==> config.mk <==
export PLATFORM = sky130hd
export DESIGN_NAME = cfg_requester
export DESIGN_NICKNAME = d
export VERILOG_FILES = /design/src/rtl/cfg_req_pkg.sv /design/src/rtl/cfg_addr_decode.sv /design/src/rtl/cfg_req_fsm.sv /design/src/rtl/cfg_status.sv /design/src/rtl/cfg_requester.sv
export SDC_FILE = /design/constraint.sdc
export NUM_CORES = 1
export LEC_CHECK = 0
export ABC_AREA = 1
export CAP_MARGIN = 25
export CELL_PAD_IN_SITES_DETAIL_PLACEMENT = 1
export CELL_PAD_IN_SITES_GLOBAL_PLACEMENT = 1
export CORE_MARGIN = 10
export CORE_UTILIZATION = 26
export CTS_BUF_LIST = sky130_fd_sc_hd__clkbuf_8
export DETAILED_ROUTE_END_ITERATION = 16
export PLACE_DENSITY_LB_ADDON = 0.2
export SYNTH_ARGS = -nofsm -noshare
export SYNTH_HDL_FRONTEND = slang
export SYNTH_SLANG_ARGS = --single-unit
==> constraint.sdc <==
create_clock -name clk -period 2.2 [get_ports clk]
set_input_delay 0.22 -clock clk [delete_from_list [all_inputs] [get_ports clk]]
set_output_delay 0.22 -clock clk [all_outputs]
set_load 0.005 [all_outputs]
==> src/rtl/cfg_req_pkg.sv <==
package cfg_req_pkg;

    typedef enum logic [1:0] {
        RSP_OK      = 2'd0,
        RSP_ABORT   = 2'd1,
        RSP_INVALID = 2'd2
    } rsp_code_e;

    typedef enum logic [1:0] {
        ST_IDLE,
        ST_GRANT_WAIT,
        ST_CYCLE,
        ST_RESPOND
    } req_state_e;

    // software decodes these positions
    localparam int STAT_DONE_BIT = 20;
    localparam int STAT_ERR_BIT  = 19;

    function automatic logic [31:0] swap32(input logic [31:0] w);
        return {w[7:0], w[15:8], w[23:16], w[31:24]};
    endfunction

endpackage

==> src/rtl/cfg_addr_decode.sv <==
module cfg_addr_decode #(
    parameter logic [31:0] AREA1_BASE = 32'hC000_0000,
    parameter int          DEV_SHIFT  = 6,
    parameter int          MAX_DEV    = 15
) (
    input  logic [31:0] addr,
    input  logic [7:0]  bus_sel,
    output logic        invalid,
    output logic        dev_abort,
    output logic [7:0]  map_bus,
    output logic [7:0]  map_devfn,
    output logic [7:0]  map_reg
);
    localparam logic [31:0] WIN_BASE = AREA1_BASE + 32'h0001_0000;
    localparam logic [15:0] WIN_TAG  = WIN_BASE[31:16];
    localparam logic [7:0]  HOST_BUS = 8'hFF;

    logic [4:0] dev;
    logic [4:0] dev_adj;
    logic       in_win;
    logic       host_fn;

    always_comb begin
        dev       = addr[15:11];
        dev_adj   = dev + 5'(DEV_SHIFT);
        in_win    = (addr[31:16] == WIN_TAG);
        invalid   = !in_win || (addr[1:0] != 2'b00);
        dev_abort = (int'(dev) > MAX_DEV);
        host_fn   = (bus_sel == HOST_BUS) && (addr[15:8] == 8'h00);
        map_reg   = addr[7:0];
        if (host_fn) begin
            map_bus   = 8'h00;
            map_devfn = 8'h00;
        end else if (bus_sel == 8'h00) begin
            map_bus   = 8'h00;
            map_devfn = {dev_adj, addr[10:8]};
        end else begin
            map_bus   = bus_sel;
            map_devfn = addr[15:8];
        end
    end
endmodule

==> src/rtl/cfg_req_fsm.sv <==
module cfg_req_fsm
    import cfg_req_pkg::*;
#(
    parameter int TIMEOUT_CYC = 16
) (
    input  logic      clk,
    input  logic      rst_n,
    input  logic      req_valid,
    input  logic      dec_invalid,
    input  logic      dec_abort,
    input  logic      dma_busy,
    input  logic      cfg_ack,
    output logic      accept,
    output logic      cyc_active,
    output logic      resp_valid,
    output rsp_code_e resp_code,
    output logic      finish,
    output logic      fin_ok,
    output logic      set_done,
    output logic      set_err
);
    localparam int TW = $clog2(TIMEOUT_CYC + 1);

    req_state_e state_q, state_nxt;
    rsp_code_e  code_q, code_nxt;
    logic [TW-1:0] tmo_q;

    always_comb begin
        state_nxt = state_q;
        code_nxt  = code_q;
        accept    = 1'b0;
        unique case (state_q)
            ST_IDLE: begin
                if (req_valid) begin
                    if (dec_invalid) begin
                        state_nxt = ST_RESPOND;
                        code_nxt  = RSP_INVALID;
                    end else begin
                        accept = 1'b1;
                        if (dec_abort) begin
                            state_nxt = ST_RESPOND;
                            code_nxt  = RSP_ABORT;
                        end else begin
                            state_nxt = ST_GRANT_WAIT;
                        end
                    end
                end
            end
            ST_GRANT_WAIT: begin
                if (!dma_busy) state_nxt = ST_CYCLE;
            end
            ST_CYCLE: begin
                if (cfg_ack) begin
                    state_nxt = ST_RESPOND;
                    code_nxt  = RSP_OK;
                end else if (tmo_q == TW'(TIMEOUT_CYC - 1)) begin
                    state_nxt = ST_RESPOND;
                    code_nxt  = RSP_ABORT;
                end
            end
            ST_RESPOND: state_nxt = ST_IDLE;
            default:    state_nxt = ST_IDLE;
        endcase
    end

    always_ff @(posedge clk) begin
        if (!rst_n) begin
            state_q <= ST_IDLE;
            code_q  <= RSP_OK;
            tmo_q   <= '0;
        end else begin
            state_q <= state_nxt;
            code_q  <= code_nxt;
            tmo_q   <= (state_q == ST_CYCLE) ? tmo_q + 1'b1 : '0;
        end
    end

    always_comb begin
        cyc_active = (state_q == ST_CYCLE);
        resp_valid = (state_q == ST_RESPOND);
        resp_code  = code_q;
        finish     = (state_nxt == ST_RESPOND) && (state_q != ST_RESPOND);
        fin_ok     = (code_nxt == RSP_OK);
        set_done   = finish && (code_nxt != RSP_INVALID);
        set_err    = finish && (code_nxt == RSP_ABORT);
    end
endmodule

==> src/rtl/cfg_status.sv <==
module cfg_status (
    input  logic clk,
    input  logic rst_n,
    input  logic clr,
    input  logic set_done,
    input  logic set_err,
    input  logic w1c_wr,
    input  logic w1c_done,
    input  logic w1c_err,
    output logic done_q,
    output logic err_q
);
    always_ff @(posedge clk) begin
        if (!rst_n) begin
            done_q <= 1'b0;
            err_q  <= 1'b0;
        end else begin
            done_q <= set_done | (done_q & !clr & !(w1c_wr & w1c_done));
            err_q  <= set_err  | (err_q  & !clr & !(w1c_wr & w1c_err));
        end
    end
endmodule

==> src/rtl/cfg_requester.sv <==
module cfg_requester
    import cfg_req_pkg::*;
#(
    parameter logic [31:0] AREA1_BASE  = 32'hC000_0000,
    parameter int          DEV_SHIFT   = 6,
    parameter int          MAX_DEV     = 15,
    parameter int          TIMEOUT_CYC = 16
) (
    input  logic        clk,
    input  logic        rst_n,
    input  logic        ctrl_wr,
    input  logic [31:0] ctrl_wdata,
    input  logic        stat_wr,
    input  logic [31:0] stat_wdata,
    output logic [31:0] stat_word,
    input  logic        req_valid,
    input  logic        req_write,
    input  logic [31:0] req_addr,
    input  logic [31:0] req_wdata,
    output logic        resp_valid,
    output logic [1:0]  resp_code,
    output logic [31:0] resp_rdata,
    input  logic        dma_busy,
    output logic        cfg_req,
    output logic        cfg_write,
    output logic [7:0]  cfg_bus,
    output logic [7:0]  cfg_devfn,
    output logic [7:0]  cfg_reg,
    output logic [31:0] cfg_wdata,
    input  logic        cfg_ack,
    input  logic [31:0] cfg_rdata
);
    logic [7:0]  bus_sel_q;
    logic        dec_invalid, dec_abort;
    logic [7:0]  map_bus, map_devfn, map_reg;
    logic        accept, finish, fin_ok, set_done, set_err;
    logic        done_q, err_q;
    rsp_code_e   code;
    logic [31:0] rdata_q;
    logic        unused_bits;

    assign unused_bits = ^{ctrl_wdata[31:24], ctrl_wdata[15:0],
                           stat_wdata[31:21], stat_wdata[18:0]};

    always_ff @(posedge clk) begin
        if (!rst_n) bus_sel_q <= 8'h00;
        else if (ctrl_wr) bus_sel_q <= ctrl_wdata[23:16];
    end

    cfg_addr_decode #(
        .AREA1_BASE (AREA1_BASE),
        .DEV_SHIFT  (DEV_SHIFT),
        .MAX_DEV    (MAX_DEV)
    ) dec_i (
        .addr      (req_addr),
        .bus_sel   (bus_sel_q),
        .invalid   (dec_invalid),
        .dev_abort (dec_abort),
        .map_bus   (map_bus),
        .map_devfn (map_devfn),
        .map_reg   (map_reg)
    );

    cfg_req_fsm #(.TIMEOUT_CYC(TIMEOUT_CYC)) fsm_i (
        .clk         (clk),
        .rst_n       (rst_n),
        .req_valid   (req_valid),
        .dec_invalid (dec_invalid),
        .dec_abort   (dec_abort),
        .dma_busy    (dma_busy),
        .cfg_ack     (cfg_ack),
        .accept      (accept),
        .cyc_active  (cfg_req),
        .resp_valid  (resp_valid),
        .resp_code   (code),
        .finish      (finish),
        .fin_ok      (fin_ok),
        .set_done    (set_done),
        .set_err     (set_err)
    );

    cfg_status stat_i (
        .clk      (clk),
        .rst_n    (rst_n),
        .clr      (accept),
        .set_done (set_done),
        .set_err  (set_err),
        .w1c_wr   (stat_wr),
        .w1c_done (stat_wdata[STAT_DONE_BIT]),
        .w1c_err  (stat_wdata[STAT_ERR_BIT]),
        .done_q   (done_q),
        .err_q    (err_q)
    );

    always_ff @(posedge clk) begin
        if (!rst_n) begin
            cfg_write <= 1'b0;
            cfg_bus   <= 8'h00;
            cfg_devfn <= 8'h00;
            cfg_reg   <= 8'h00;
            cfg_wdata <= '0;
            rdata_q   <= '0;
        end else begin
            if (accept) begin
                cfg_write <= req_write;
                cfg_bus   <= map_bus;
                cfg_devfn <= map_devfn;
                cfg_reg   <= map_reg;
                cfg_wdata <= swap32(req_wdata);
            end
            if (finish) rdata_q <= fin_ok ? swap32(cfg_rdata) : '1;
        end
    end

    always_comb begin
        stat_word                = '0;
        stat_word[STAT_DONE_BIT] = done_q;
        stat_word[STAT_ERR_BIT]  = err_q;
        resp_code                = code;
        resp_rdata               = rdata_q;
    end
endmodule

==> impl_metrics.env, run 1 <==
export IMPL_status="complete, no violations"
export IMPL_ff_latch_area_um2=2160
export IMPL_die_width_um=160
export IMPL_critical_path_n_buffers_inverters=2
export IMPL_area_growth_pct=47.6
export IMPL_global_route_usage_total=0.130
export IMPL_post_route_worst_setup_slack_ns=0.210
export IMPL_multi_input_area_um2=2130
export IMPL_port_buffers=208
export IMPL_rsz0062_at_grt="false"
export IMPL_area_of_the_mapped_netlist_um2=5100
export IMPL_synth_top_family_by_area="simple AND/OR/NAND/NOR gates"
export IMPL_tritoncts="done"
export IMPL_routed_via_density=4.14
export IMPL_antennaDiodeCount=0
export IMPL_timing_max_cap_violations=0
export IMPL_clkLatencyLatePin_ns=0.40
export IMPL_place_inst=1187
export IMPL_design_die_area_um2=25600
export IMPL_hpwlAfterDp_mm=13.2
export IMPL_finalWorstPathRequiredPeriod_ns=1.99
export IMPL_post_detailed_route_drc_marker_count=0
export IMPL_stdcell_count=1204
export IMPL_clk_buf_depth=2
export IMPL_period_share=0.904
export IMPL_placeableCoreArea_um2=19400
export IMPL_placement_setup_worst_slack_ns=0.0655
export IMPL_vdd_ir_drop_max_v=0.000336
export IMPL_layout_filler_cells=2466
export IMPL_grt_max_degree=56
export IMPL_average_wire_length_per_cell_after_detail_routing_um=14.3
export IMPL_arrival_ns=2.28
export IMPL_vias=4984
export IMPL_vias_in_the_first_global_route=4901
export IMPL_clock_skew_final_ns=0.0216
export IMPL_type_of_destination_of_the_critical_path="flip-flop"
export IMPL_finalWeightedCongestion=0.724
export IMPL_worst_path_max_fanout=23
export IMPL_mostFrequentLayoutCell="nor2_1"
export IMPL_synth_xor_area_share=0.00344
export IMPL_cts_buffers=9
export IMPL_critical_path_top_cell_by_count="nand2_1"
export IMPL_clock_pin_slew_reported_for_the_worst_setup_and_hold_paths_after_clock_tree_synthesis_ns=0.11
export IMPL_start_kind="flip-flop"
export IMPL_yosys_area_share_adder=0.00982
export IMPL_final_max_slew_viol_count=0
export IMPL_tritoncts_num_sinks=108
export IMPL_antenna_violating_nets_left=0
export IMPL_total_leakage_power_nw=3.23
export IMPL_cell_type_of_the_slowest_stage_on_the_worst_timing_path="dfxtp_1"
export IMPL_maxClockFrequency_ghz=0.503
export IMPL_path_cells="ha_1, nand2_1, nor2_1, ha_1, o31ai_2, a22oi_1, nand3_2, buf_4, buf_12, nand2_1, nand2_1, nor2_1"
export IMPL_grt_ovfl_total=0
export IMPL_finish_net_count=1106
export IMPL_cts_root_buf="clkbuf_8"
export IMPL_boundaryPins=293
export IMPL_crit_required_ns=2.49
export IMPL_mux_cell_area_share_after_synthesis=0
export IMPL_synthesis_instances=741
export IMPL_area_fraction_in_compound_gates_after_synthesis=0.0874
export IMPL_drt_pass1_iterations=4
export IMPL_drt_iter0_markers=141
export IMPL_clock_tree_htree_level_count=3
export IMPL_tns_ns=0
export IMPL_starting_density_of_the_core=0.263
export IMPL_synth_yosys_warnings=0
export IMPL_p_total_mw=4.67
export IMPL_share_of_synthesized_area_occupied_by_flip_flops_and_latches=0.424
export IMPL_timing_critical_path_slowest_cell_delay_ns=0.34
export IMPL_number_of_register_bits_inferred_by_synthesis=108
export IMPL_first_pass_grt_wire_length_mm=27.0
export IMPL_finalCoreUtilization=0.388
export IMPL_hp_class="input pin to flip-flop"
export IMPL_leading_cell_types_in_the_layout_fill_and_taps_excluded="208 x nor2_1, 207 x clkdlybuf4s50_1, 108 x dfxtp_1, 103 x nand2_1, 97 x inv_1"
export IMPL_power_density_nw_per_um2=621
export IMPL_drive_above_1_share=0.0447
export IMPL_initial_antenna_violation_count=0
export IMPL_critical_path_top_delay_family="compound AO/OA/AOI/OAI gates"
export IMPL_die_h_um=160
export IMPL_synth_simple_gate_area_frac=0.295
export IMPL_report_final_hold_viol_count=0
export IMPL_core_rowCount=51
export IMPL_mean_syn_cell_area_um2=6.88
export IMPL_post_cts_gate_resize_count=0
export IMPL_timing_setup_critical_path_class="flip-flop to flip-flop"
export IMPL_report_final_setup_viol=0
export IMPL_netlist_cell_type_count=33
export IMPL_wirelength_mm=17.2
-- stage by stage --
step | instance area [um^2] | hold WS (ns)
floorplan | 5210 | 0.363
CTS | 7520 | 0.166
global route | 7530 | 0.204
detailed placement | 7290 | 0.433
global placement | 7290 | 0.431
finish | 7530 | 0.194
-- cell usage after synthesis --
cell	number	area, um^2
buf_8	4	60.1
nand3_1	41	205
o211ai_1	1	7.51
conb_1	1	3.75
inv_2	2	7.51
o21ai_0	41	205
xor2_1	2	17.5
buf_1	1	3.75
nand4_1	7	43.8
dfxtp_1	108	2160
or2_1	1	6.26
nor3b_1	2	15.0
ha_1	4	50.1
a21oi_1	18	90.1
nand2_1	103	387
buf_6	11	124
clkinv_1	1	3.75
nor2_4	1	11.3
nor2_1	208	781
clkbuf_1	12	45.0
nor3_1	2	10.0
nand3_2	1	10.0
nor3_2	1	10.0
inv_1	97	364
buf_2	7	35.0
o31ai_2	1	12.5
inv_12	1	16.3
a22oi_1	1	7.51
o21bai_1	1	7.51
nor2_2	2	12.5
nor4_2	1	12.5
buf_4	34	255
o21ai_1	23	115
-- tightest hold or removal path, cell delays in order --
cell,delay [ns]
buf_2,0.18
o21ai_0,0.10
nor2_1,0.04
-- cell type report --
cell class / count / share of cell area
inverters: 101 / 0.0520
clock inverters: 7 / 0.0133
flip-flops and latches: 108 / 0.287
well taps: 265 / 0.0441
clock buffers: 9 / 0.0165
repair buffers: 222 / 0.303
multi-input cells: 492 / 0.284
-- power breakdown --
part / switching [mW] / internal, mW
Sequential: 0.0691 / 2.09
Combinational: 0.539 / 0.618
Clock: 0.795 / 0.566
-- cell families after synthesis --
group / after synthesis
buf+inv: 170
simple gates: 370
flops: 108
other cells: 1
compound gates: 86
fa+ha+maj: 4
xor+xnor: 2
-- per-layer routing --
metal	track usage	part of all wire	up-vias
met3	0.0494	0.072	13
met1	0.155	0.45	2244
li1	-	-	2585
met5	0	0	-
met2	0.215	0.47	142
met4	0.0326	0.010	0
-- path summary, 6_finish.rpt --
path	start	endpoint	slack, ns	cells after the start
setup / recovery	fsm_i.tmo_q[0]	resp_rdata[14]	0.21	12
hold / removal	rst_n	cfg_devfn[5]	0.19	3
setup reg to reg	fsm_i.tmo_q[0]	resp_rdata[14]	0.21	12
hold reg to reg	cfg_reg[0]	cfg_reg[0]	0.45	2
-- repair_timing --
item,4_1_cts,5_1_grt
hold endpoints to repair,0,0
endpoints found under the setup margin,0,3
buffers inserted,0,1
hold buffers,0,0
(Power assumes the default switching activity.)
==> run 2, diff against run 1 <==
--- a/config.mk
+++ b/config.mk
@@ -9,7 +9,7 @@
 export CAP_MARGIN = 25
 export CELL_PAD_IN_SITES_DETAIL_PLACEMENT = 1
 export CELL_PAD_IN_SITES_GLOBAL_PLACEMENT = 1
-export CORE_MARGIN = 10
+export CORE_MARGIN = 2
 export CORE_UTILIZATION = 26
 export CTS_BUF_LIST = sky130_fd_sc_hd__clkbuf_8
 export DETAILED_ROUTE_END_ITERATION = 16
==> run 2 against run 1 <==
- die area down 19%
- clock skew down 0.0026 ns
- maximum frequency up 0.42%
- total power down 1.0%
- worst setup slack better by 0.0082 ns
- global-route usage up 1.4 points
- register-to-register slack about the same
==> impl_metrics.env, run 2 (same netlist as run 1, synthesis figures left out) <==
export IMPL_critical_path_top_cell_by_count="nand2_1"
export IMPL_finalInstanceArea_um2=7540
export IMPL_global_route_usage_total=0.144
export IMPL_post_detailed_route_drc_marker_count=0
export IMPL_drt_pass1_iterations=4
export IMPL_mostFrequentLayoutCell="nor2_1"
export IMPL_finish_net_count=1111
export IMPL_vias_in_the_first_global_route=4685
export IMPL_average_wire_length_per_cell_after_detail_routing_um=12.7
export IMPL_critical_path_top_delay_family="compound AO/OA/AOI/OAI gates"
export IMPL_power_internal_mw=3.26
export IMPL_drt_iter0_markers=130
export IMPL_worst_path_max_fanout=24
export IMPL_boundaryPins=293
export IMPL_cts_hold_buf=0
export IMPL_starting_density_of_the_core=0.264
export IMPL_report_final_setup_viol=0
export IMPL_finalHoldWorstSlack_ns=0.288
export IMPL_vias=5004
export IMPL_tritoncts="done"
export IMPL_post_route_worst_setup_slack_ns=0.219
export IMPL_total_leakage_power_nw=3.23
export IMPL_type_of_destination_of_the_critical_path="flip-flop"
export IMPL_final_max_slew_viol_count=0
export IMPL_power_clock_fraction=0.283
export IMPL_timing_setup_critical_path_class="flip-flop to flip-flop"
export IMPL_routed_via_density=4.14
export IMPL_placedInstanceArea_um2=7320
export IMPL_die_h_um=144
export IMPL_clk_buf_depth=2
export IMPL_critical_path_n_buffers_inverters=2
export IMPL_cts_root_buf="clkbuf_8"
export IMPL_antennaDiodeCount=0
export IMPL_switching_power_mw=1.37
export IMPL_maxClockFrequency_ghz=0.505
export IMPL_rsz0062_at_grt="false"
export IMPL_hpwlAfterDp_mm=11.3
export IMPL_finalCoreUtilization=0.390
export IMPL_worstRegToRegCells=12
export IMPL_cell_type_of_the_slowest_stage_on_the_worst_timing_path="dfxtp_1"
export IMPL_status="complete, no violations"
export IMPL_netSwitchingFraction=0.295
export IMPL_cts_buffers=9
export IMPL_period_share=0.901
export IMPL_core_rowCount=51
export IMPL_placement_setup_worst_slack_ns=0.0512
export IMPL_first_pass_grt_wire_length_mm=23.6
export IMPL_tns_ns=0
export IMPL_clkLatencyLatePin_ns=0.38
export IMPL_arrival_ns=2.26
export IMPL_path_cells="ha_1, nand2_1, nor2_1, ha_1, o31ai_2, a22oi_1, nand3_2, buf_4, buf_12, nand2_1, nand2_1, nor2_1"
export IMPL_antenna_violating_nets_left=0
export IMPL_leading_cell_types_in_the_layout_fill_and_taps_excluded="208 x nor2_1, 207 x clkdlybuf4s50_1, 108 x dfxtp_1, 103 x nand2_1, 97 x inv_1"
export IMPL_hp_class="input pin to flip-flop"
export IMPL_drive_above_1_share=0.0498
export IMPL_p_comb_frac=0.251
export IMPL_start_kind="flip-flop"
export IMPL_placeableCoreArea_um2=19300
export IMPL_clock_pin_slew_reported_for_the_worst_setup_and_hold_paths_after_clock_tree_synthesis_ns=0.11
export IMPL_timing_critical_path_slowest_cell_delay_ns=0.33
export IMPL_design_die_area_um2=20700
export IMPL_report_final_hold_viol_count=0
export IMPL_finalWeightedCongestion=0.716
export IMPL_die_width_um=144
export IMPL_clock_tree_htree_level_count=3
export IMPL_reg2reg_setup_slack_ns=0.22
export IMPL_grt_ovfl_total=0
export IMPL_port_buffers=208
export IMPL_timing_max_cap_violations=0
export IMPL_wirelength_mm=15.3
export IMPL_clock_skew_final_ns=0.0189
export IMPL_crit_required_ns=2.48
export IMPL_seq_power_share=0.466
export IMPL_initial_antenna_violation_count=0
export IMPL_hold_path_depth=3
export IMPL_finalWorstPathRequiredPeriod_ns=1.98
export IMPL_tritoncts_num_sinks=108
export IMPL_power_density_nw_per_um2=614
export IMPL_path_depth=12
export IMPL_area_growth_pct=47.9
export IMPL_grt_max_degree=56
export IMPL_vdd_ir_drop_max_v=0.000326
[run 2: cell types whose count changed in the layout (fill, tap and decap cells not counted), sizes merged]
cell,delta
buf,+5
clkinvlp,+2
inv,-2
[run 2: final timing paths]
check,from,end
max reg2reg,fsm_i.tmo_q[0],resp_rdata[31]
min reg2reg,cfg_reg[1],cfg_reg[1]
min,rst_n,bus_sel_q[3]
max,fsm_i.tmo_q[0],resp_rdata[31]
[run 2: layout make-up]
type                    instances  area (um^2)
fillers                      2432        11800
repair buffers                227         2310
flip-flops and latches        108         2160
multi-input cells             492         2130
inverters                     101          392
well taps                     265          332
clock buffers                   9          124
clock inverters                 7         86.3
[run 2: per-layer routing]
layer | vias up | global-route usage | routed length (um)
li1 | 2596 | - | -
met1 | 2262 | 0.179 | 6920
met2 | 136 | 0.242 | 7020
met3 | 10 | 0.0454 | 1210
met4 | 0 | 0.0402 | 155
met5 | - | 0 | 0
[run 2: through the flow]
step | std cells | total power, mW
floorplan | 770 | 2.80
global placement | 1192 | 3.36
detailed placement | 1192 | 3.38
CTS | 1208 | 4.73
global route | 1209 | 4.95
finish | 1209 | 4.63
[run 2: power groups by stage]
| stage | clock network (mW) | logic (mW) | registers (mW) |
|---|---|---|---|
| after floorplan | 0 | 0.596 | 2.20 |
| after global placement | 0 | 1.17 | 2.20 |
| after global routing | 1.46 | 1.31 | 2.18 |
| after detailed placement | 0 | 1.17 | 2.20 |
| final | 1.31 | 1.16 | 2.16 |
| after CTS | 1.38 | 1.18 | 2.16 |
[run 2: tightest hold or removal path, stage by stage]
cell and delay [ns]:
buf_2 0.23, o21ai_0 0.12, a21oi_1 0.05
[run 2: what timing repair did]
action                                  CTS  global route
buffers inserted                          0             1
endpoints found under the setup margin    0             1
resized for setup                         0             0
